==> config.mk <==
export PLATFORM = sky130hd
export DESIGN_NAME = fan_ramp_limiter
export DESIGN_NICKNAME = d
export VERILOG_FILES = /design/src/rtl/fan_ramp_limiter.sv
export SDC_FILE = /design/constraint.sdc
export NUM_CORES = 1
export LEC_CHECK = 0
export BUFFER_PORTS_ARGS = -buffer_cell sky130_fd_sc_hd__buf_2
export CELL_PAD_IN_SITES_DETAIL_PLACEMENT = 1
export CELL_PAD_IN_SITES_GLOBAL_PLACEMENT = 1
export CORE_MARGIN = 10
export CORE_UTILIZATION = 49
export CTS_BUF_LIST = sky130_fd_sc_hd__clkbuf_4
export DETAILED_ROUTE_END_ITERATION = 6
export PLACE_DENSITY = 0.95
export REMOVE_ABC_BUFFERS = 1
export SLEW_MARGIN = 20
export SYNTH_ARGS = -nofsm -noshare
export SYNTH_HDL_FRONTEND = slang
export SYNTH_SLANG_ARGS = --single-unit
==> constraint.sdc <==
create_clock -name clk -period 6.8 [get_ports clk]
set_input_delay 1.02 -clock clk [delete_from_list [all_inputs] [get_ports clk]]
set_output_delay 1.02 -clock clk [all_outputs]
set_load 0.005 [all_outputs]
==> src/rtl/fan_ramp_limiter.sv <==
module fan_ramp_limiter #(
  parameter int W  = 8,
  parameter int CW = 11
) (
  input  logic          clk,
  input  logic          rst_n,
  input  logic [W-1:0]  target,
  input  logic          ramp_en,
  input  logic          direct_mode,
  input  logic [W-1:0]  max_step,
  input  logic [2:0]    period_sel,
  input  logic          tick_ms,
  output logic [W-1:0]  drive
);

  logic [CW-1:0] ms_cnt;
  logic [CW-1:0] period_ms;

  always_comb begin
    case (period_sel)
      3'd0:    period_ms = CW'(100);
      3'd1:    period_ms = CW'(200);
      3'd2:    period_ms = CW'(300);
      3'd3:    period_ms = CW'(400);
      3'd4:    period_ms = CW'(500);
      3'd5:    period_ms = CW'(800);
      3'd6:    period_ms = CW'(1200);
      default: period_ms = CW'(1600);
    endcase
  end

  wire          limit_on = ramp_en & direct_mode;
  wire          step_due = tick_ms & (ms_cnt >= period_ms - CW'(1));
  wire [W-1:0]  step     = (max_step == '0) ? W'(1) : max_step;
  wire          upward   = target > drive;
  wire [W-1:0]  gap      = upward ? target - drive : drive - target;
  wire [W-1:0]  next_val = (gap <= step) ? target
                         : (upward ? drive + step : drive - step);

  always_ff @(posedge clk or negedge rst_n) begin
    if (!rst_n) begin
      drive  <= '0;
      ms_cnt <= '0;
    end else if (!limit_on) begin
      drive  <= target;
      ms_cnt <= '0;
    end else if (tick_ms) begin
      if (step_due) begin
        drive  <= next_val;
        ms_cnt <= '0;
      end else begin
        ms_cnt <= ms_cnt + CW'(1);
      end
    end
  end

endmodule

After elaboration in Yosys (flattened, before gate mapping) --
Index checks and enable logic that the tools add are counted. W data, S select, Z words.
Cells by class: add/subtract/negate cells 6, $lt $le $gt $ge 3, equality and inequality tests 8, muxes and demuxes 11, bitwise logic cells 2, reductions and logical operators 3
Operators by type and width (number):
- $pmux W11 S7 | 1
- $mux W8 | 7
- $mux W11 | 3
- $sub A8 B8 Y8 | 3
- $add A11 B1 Y11 const B | 1
- $ge A11 B11 Y1 | 1
- $sub A11 B1 Y11 const B | 1
- $eq A3 B3 Y1 const B | 3
- $add A8 B8 Y8 | 1
- $gt A8 B8 Y1 | 1
- $le A8 B8 Y1 | 1
- $logic_not A8 Y1 | 1
- $eq A3 B2 Y1 const B | 2
- $eq A3 B1 Y1 const B | 1
- $logic_not A3 Y1 | 1
- $and A1 B1 Y1 | 2
- $ne A2 B1 Y1 const B | 1
- $ne A2 B2 Y1 const B | 1
- $reduce_and A2 Y1 | 1
Storage, ports and cells: flip-flop bits (word level) 19, input bits 24, output and inout port bits 8

Depth between registers and ports, before layout --
Gate-level depths: netlist (run 1).
depth in word-level cells 8, depth in mapped cells 18, depth with buffers taken out 17

Worst setup path after synthesis (run 1) --
Ideal clock, no wire load.
path kind input -> register, from in target[5], to reg drive[0], library setup time 125 ps, arrival 4029 ps, required time 6675 ps, path slack 2646 ps, stages on the path 15, path buffers 1, cells stage by stage inv_1 ha_1 a211oi_1 o21bai_2 o21ai_2 buf_6 mux2i_1 o221ai_1 xor2_1 ha_1 a21oi_1 o21ai_0 o21ai_2 mux2i_1 mux2_2
On the way: cells in the longest elaborated chain, start to end 7, elaborated cells on any way between the ends 10, those cells by class add/sub: 2; order compare: 2; mux: 6
RTL lines:
- start, declared | line 7 | input logic [W-1:0] target,
- $sub A8 B8 Y8 / $gt A8 B8 Y1 (equally long branches) | line 36, 35
- $mux W8 | line 36 | wire [W-1:0] gap = upward ? target - drive : drive - target;
- $le A8 B8 Y1 | line 37 | wire [W-1:0] next_val = (gap <= step) ? target
- $mux W8 * | line 37
- $mux W8 * | line 48 | if (step_due) begin
- $mux W8 * | line 47 | end else if (tick_ms) begin
- $mux W8 * | line 44 | end else if (!limit_on) begin
- end signal, assigned | line 45 | drive <= target;
- end signal, assigned | line 49 | drive <= next_val;
- end, declared | line 13 | output logic [W-1:0] drive
Every way passes the cells marked *; elsewhere a longest branch is shown, timed or not. The select of a mux whose other input is x is not followed. A chain may end at the register's enable or synchronous reset.

Worst setup path after layout (run 1) --
from in target[0], to reg drive[0]
On the way: cells in the longest elaborated chain, start to end 7, elaborated cells on any way between the ends 10, those cells by class add/sub: 2; order compare: 2; mux: 6
RTL lines (line):
- $sub A8 B8 Y8 / $gt A8 B8 Y1 (equally long branches) | 36, 35
- $mux W8 | 36
- $le A8 B8 Y1 | 37
- $mux W8 | 37
- $mux W8 | 48
- $mux W8 | 47
- $mux W8 * | 44
Marked as above.

==> results_dict.tcl, run 1 <==
set metrics [dict create \
    status "completed" \
    hold_violations 0 \
    leakage_uw 0.00151 \
    setup_viol 0 \
    grt_max_degree 20 \
    cp-end-kind "flop" \
    die_y_um 93.6 \
    critical_path_class "in2reg" \
    relSlewSlack_pct 53.9 \
    async_flop_share_pct 100 \
    vias 2506 \
    whs_ps 586 \
    cts_made_buffers 3 \
    clk_path_buf_depth 2 \
    wl_per_cell_um 19.2 \
    stdcell_area_um2 2900 \
    crit_required_ps 7010 \
    dpl_cell_area_um2 2870 \
    num_antenna_cells 0 \
    drt-initial-drc-count 131 \
    setup_tns_ps 0 \
    syn_to_final_growth_pct 9.10 \
    rr_worst_depth 14 \
    power_density_nw_per_um2 394 \
    nets 424 \
    dp.final_hpwl_um 6900 \
    synth_top_area_share_pct 20.7 \
    cts_hold_buf 0 \
    netlist_top_cells_area "ha_1 21%, dfrtp_1 18%, a21oi_1 5.7%, xnor2_1 5.3%, inv_1 4.9%" \
    dieWidth_um 93.6 \
    r2r_start "drive[1]$_DFFE_PN0P_" \
    start_kind "input port" \
    ir_drop_mv 0.240 \
    min_period_ps 4650 \
    ctsResizeCount 0 \
    syn_area_per_cell_um2 8.22 \
    synth_edf_count 0 \
    grt_overflow 0 \
    cts_setup_buffers 0 \
    grt_pass1_vias 2715 \
    ys_seq_elements 19 \
    grt_first_pass_wirelength_um 13500 \
    yosysWarnings 0 \
    synth_cell_type_count 53 \
    hp-class "reg2reg" \
    fin_util_pct 56.0 \
    finalMaxSlewViolations 0 \
    min_from "ms_cnt[2]$_DFFE_PN0P_" \
    layout_commonest_cell "ha_1" \
    clock-sinks 19 \
    fp.dieArea_um2 8760 \
    final_cell_mix "44 x ha_1, 35 x inv_1, 31 x buf_2" \
    drive_above_1_share_pct 13.9 \
    routed_wl_um 8110 \
    cp_max_fo 13 \
    clk_pin_slew_ps 120 \
    ys_seq_area_share_pct 17.9 \
    netlist_instances 323 \
    htree_levels 1 \
    grt_usage_pct 18.8 \
    dp_cells 418 \
    drc 0 \
    antenna_left 0 \
    initial_core_util_pct 51.3 \
    netlist_area_um2 2660 \
    rr_endpoint "drive[0]$_DFFE_PN0P_" \
    antenna_found_initial 0 \
    clk_latency_ps 310 \
    rows 26 \
    gp_congestion 0.918 \
    reg2reg_setup_slack_ps 2550 \
    core_area_um2 5170 \
    cp.arrival_ps 4860 \
    first_pass_iters 4 \
    synth_area_leader_cell "ha_1" \
    fmax_mhz 215 \
    fin_crit_sh_pct 68.3 \
    port_buffers 31 \
    cts_tree "yes" \
    stdcell_count 422 \
    io_pins 32 \
    drv_cap 0 \
    crit_start "target[0]" \
    viasPerCell 5.94 \
    synth-main-ff-cell "dfrtp_1" \
    rsz0062_at_grt "no" \
    crit_end "drive[0]$_DFFE_PN0P_" \
    clockRootBuffer "clkbuf_4" \
    clock-skew-final_ps 12.6 \
    tightest_slew_ps 692 \
]
logic make-up (layout without fill, tap and decap cells):
kind of cell             Yosys count  after routing  synth area share (%)
multiplexers                      16             16                  6.17
adder cells (fa/ha/maj)           47             47                  23.0
AND/OR/NAND/NOR                   86             86                  16.1
flip-flops                        19             19                  17.9
buffers and inverters             42             71                  6.41
AO/OA/AOI/OAI                     90             90                  22.8
XOR/XNOR                          23             23                  7.59
worst min path at each step:
stage | endpoint | cells past startpoint
floorplan | ms_cnt[10]$_DFFE_PN0P_ | 2
global placement | ms_cnt[10]$_DFFE_PN0P_ | 2
detailed placement | ms_cnt[2]$_DFFE_PN0P_ | 1
CTS | ms_cnt[2]$_DFFE_PN0P_ | 1
global route | ms_cnt[10]$_DFFE_PN0P_ | 2
finish | ms_cnt[2]$_DFFE_PN0P_ | 1
critical path: stages:
cell      delay [ps]
buf_2            110
inv_1             70
ha_1             160
inv_1             50
fa_1             390
nand3_1          160
a21oi_2          110
o21ai_2          540
mux2_1           410
and2_1           170
a211oi_2         190
ha_1             260
nand4_1          110
a21oi_1           70
o21ai_2          570
mux2i_1          160
mux2_2           280
final cells by class:
cell class              instances  area, µm²
multi-input cells             262       2010
repair buffers                 32        163
inverters                      35        131
well taps                      70       87.6
fillers                       661       2280
flip-flops and latches         19        475
clock buffers                   4       30.0
metal layers:
layer  vias up  global-route usage (%)  wire, µm
li1       1207                       -         -
met1      1213                    23.7      3480
met2        75                    32.4      3940
met3        11                    3.68       597
met4         0                    3.54        87
met5         -                       0         0
per-stage QoR:
| step | setup WS [ps] | power (µW) |
|---|---|---|
| global placement | 2040 | 1000 |
| finish | 2150 | 1140 |
| floorplan | 2510 | 813 |
| global route | 1950 | 1250 |
| CTS | 2180 | 1130 |
| detailed placement | 1840 | 1060 |
power by group:
| group | leakage, µW | internal [µW] | total (µW) | switching, µW |
|---|---|---|---|---|
| combinational | 0.00125 | 386 | 907 | 521 |
| sequential | 0.000244 | 134 | 170 | 35.9 |
| clock | 0.0000184 | 26.9 | 65.2 | 38.4 |
registers in the layout, summed over array words and instances (netlist names):
register and flops:
drive 8, ms_cnt 11
synthesized netlist by cell type, drive strengths merged (4+ instances only):
cell	count
nand4	8
a21o	4
nand2	22
a211oi	6
o21a	4
a21oi	31
o21ai	19
xor2	7
nor3	4
mux2i	13
dfrtp	19
nor2	24
a31oi	4
ha	44
buf	5
xnor2	16
inv	35
a22o	4
o211ai	4
and3	7
nor2b	5
(Power assumes the default switching activity.)
==> run 2: changes to the inputs <==
--- a/config.mk
+++ b/config.mk
@@ -9,10 +9,10 @@
 export CELL_PAD_IN_SITES_DETAIL_PLACEMENT = 1
 export CELL_PAD_IN_SITES_GLOBAL_PLACEMENT = 1
 export CORE_MARGIN = 10
-export CORE_UTILIZATION = 49
+export CORE_UTILIZATION = 46
 export CTS_BUF_LIST = sky130_fd_sc_hd__clkbuf_4
 export DETAILED_ROUTE_END_ITERATION = 6
-export PLACE_DENSITY = 0.95
+export PLACE_DENSITY = 0.94
 export REMOVE_ABC_BUFFERS = 1
 export SLEW_MARGIN = 20
 export SYNTH_ARGS = -nofsm -noshare
==> constraint.sdc (replaced) <==
create_clock -name clk -period 4.53 [get_ports clk]
set_input_delay 0.6795 -clock clk [delete_from_list [all_inputs] [get_ports clk]]
set_output_delay 0.6795 -clock clk [all_outputs]
set_load 0.005 [all_outputs]
==> results_dict.tcl, run 2 (synthesis gave the netlist of run 1 again) <==
set metrics [dict create \
    status "completed" \
    clockRootBuffer "clkbuf_4" \
    clock-skew-final_ps 2.68 \
    cts_setup_buffers 0 \
    clk_latency_ps 300 \
    grt_max_degree 20 \
    fp.dieArea_um2 9210 \
    grt_overflow 0 \
    clk_pin_slew_ps 110 \
    drt-initial-drc-count 81 \
    leakage_uw 0.00152 \
    cp_max_fo 10 \
    place_ws_ps 446 \
    finalMaxSlewViolations 0 \
    core_area_um2 5540 \
    final_cell_mix "44 x ha_1, 35 x inv_1, 31 x buf_2" \
    die_y_um 96.0 \
    layout_setup_ws_ps 768 \
    grt_pass1_vias 2855 \
    clk_path_buf_depth 2 \
    setup_viol 0 \
    io_pins 32 \
    cts_tree "yes" \
    drv_cap 0 \
    dpl_cell_area_um2 2880 \
    dp.final_hpwl_um 6500 \
    start_kind "input port" \
    htree_levels 1 \
    initial_core_util_pct 47.9 \
    min_period_ps 3760 \
    viasPerCell 5.86 \
    gp_congestion 0.835 \
    finalPower_uw 1690 \
    cts_made_buffers 3 \
    fin_crit_sh_pct 83.0 \
    ir_drop_mv 0.256 \
    num_antenna_cells 0 \
    hold_violations 0 \
    hp-class "in2async" \
    antenna_left 0 \
    nets 426 \
    rows 27 \
    routed_wl_um 7620 \
    clock-sinks 19 \
    first_pass_iters 4 \
    cts_hold_buf 0 \
    port_buffers 31 \
    fmax_mhz 266 \
    ctsResizeCount 0 \
    grt_first_pass_wirelength_um 13000 \
    relSlewSlack_pct 69.1 \
    syn_to_final_growth_pct 9.75 \
    setup_tns_ps 0 \
    regMostFlops "ms_cnt" \
    stdcell_area_um2 2910 \
    largest_reg_flops 11 \
    dieWidth_um 96.0 \
    cp-end-kind "flop" \
    layout_commonest_cell "ha_1" \
    crit_required_ps 4730 \
    antenna_found_initial 0 \
    drc 0 \
    wl_per_cell_um 17.9 \
    power_density_nw_per_um2 581 \
    top_regs "ms_cnt x11, drive x8" \
    vias 2497 \
    rsz0062_at_grt "no" \
    critical_path_class "in2reg" \
    tightest_slew_ps 459 \
    cp.arrival_ps 3960 \
    drive_above_1_share_pct 14.4 \
    grt_usage_pct 17.2 \
]
## run 2: changes by cell type in the layout (fill, tap and decap cells not counted)
cell,delta
buf_4,+2
## run 2: routing by layer
metal | GRT usage [%] | part of all wire [%]
met2 | 33.8 | 55
met5 | 0 | 0
met1 | 19.4 | 42
met3 | 0.856 | 1.4
met4 | 5.16 | 1.5
## run 2: through the flow
stage	cells	util, %	hold slack (ps)
after floorplan	316	-	384
after global placement	422	52.1	540
after detailed placement	422	52.1	558
after CTS	426	52.6	321
after global routing	426	52.6	328
final	426	52.6	301
## run 2: final cells by class
class | count | area [µm²]
tap | 72 | 90.1
clock buffer | 4 | 30.0
fill | 706 | 2630
timing repair buffer | 34 | 178
inverter | 35 | 131
sequential | 19 | 475
multi-input combinational | 262 | 2010
## run 2: path summary, 6_finish.rpt
path	slack, ps	cells after the start	end	from
max in group asynchronous	3930	1	ms_cnt[8]$_DFFE_PN0P_	rst_n
setup reg to reg	800	15	drive[0]$_DFFE_PN0P_	drive[1]$_DFFE_PN0P_
hold reg to reg	580	2	ms_cnt[10]$_DFFE_PN0P_	ms_cnt[10]$_DFFE_PN0P_
setup / recovery	770	16	drive[0]$_DFFE_PN0P_	target[5]
min in group clk	580	2	ms_cnt[10]$_DFFE_PN0P_	ms_cnt[10]$_DFFE_PN0P_
hold / removal	300	1	ms_cnt[2]$_DFFE_PN0P_	rst_n
## run 2: worst max-delay path, cell delays in order
cell and delay (ps):
buf_2 100, inv_1 50, ha_1 380, a211oi_1 320, o21bai_2 160, o21ai_2 290, mux2i_1 260, o221ai_1 180
xor2_1 190, ha_1 350, a21oi_1 160, o21ai_0 130, o21ai_2 140, buf_4 210, mux2i_1 90, mux2_2 260
## run 2: report_power, final
group / internal (µW) / leakage, µW / switching, µW
Combinational: 592 / 0.00126 / 752
Sequential: 201 / 0.000244 / 53.8
Clock: 40.3 / 0.0000184 / 54.9
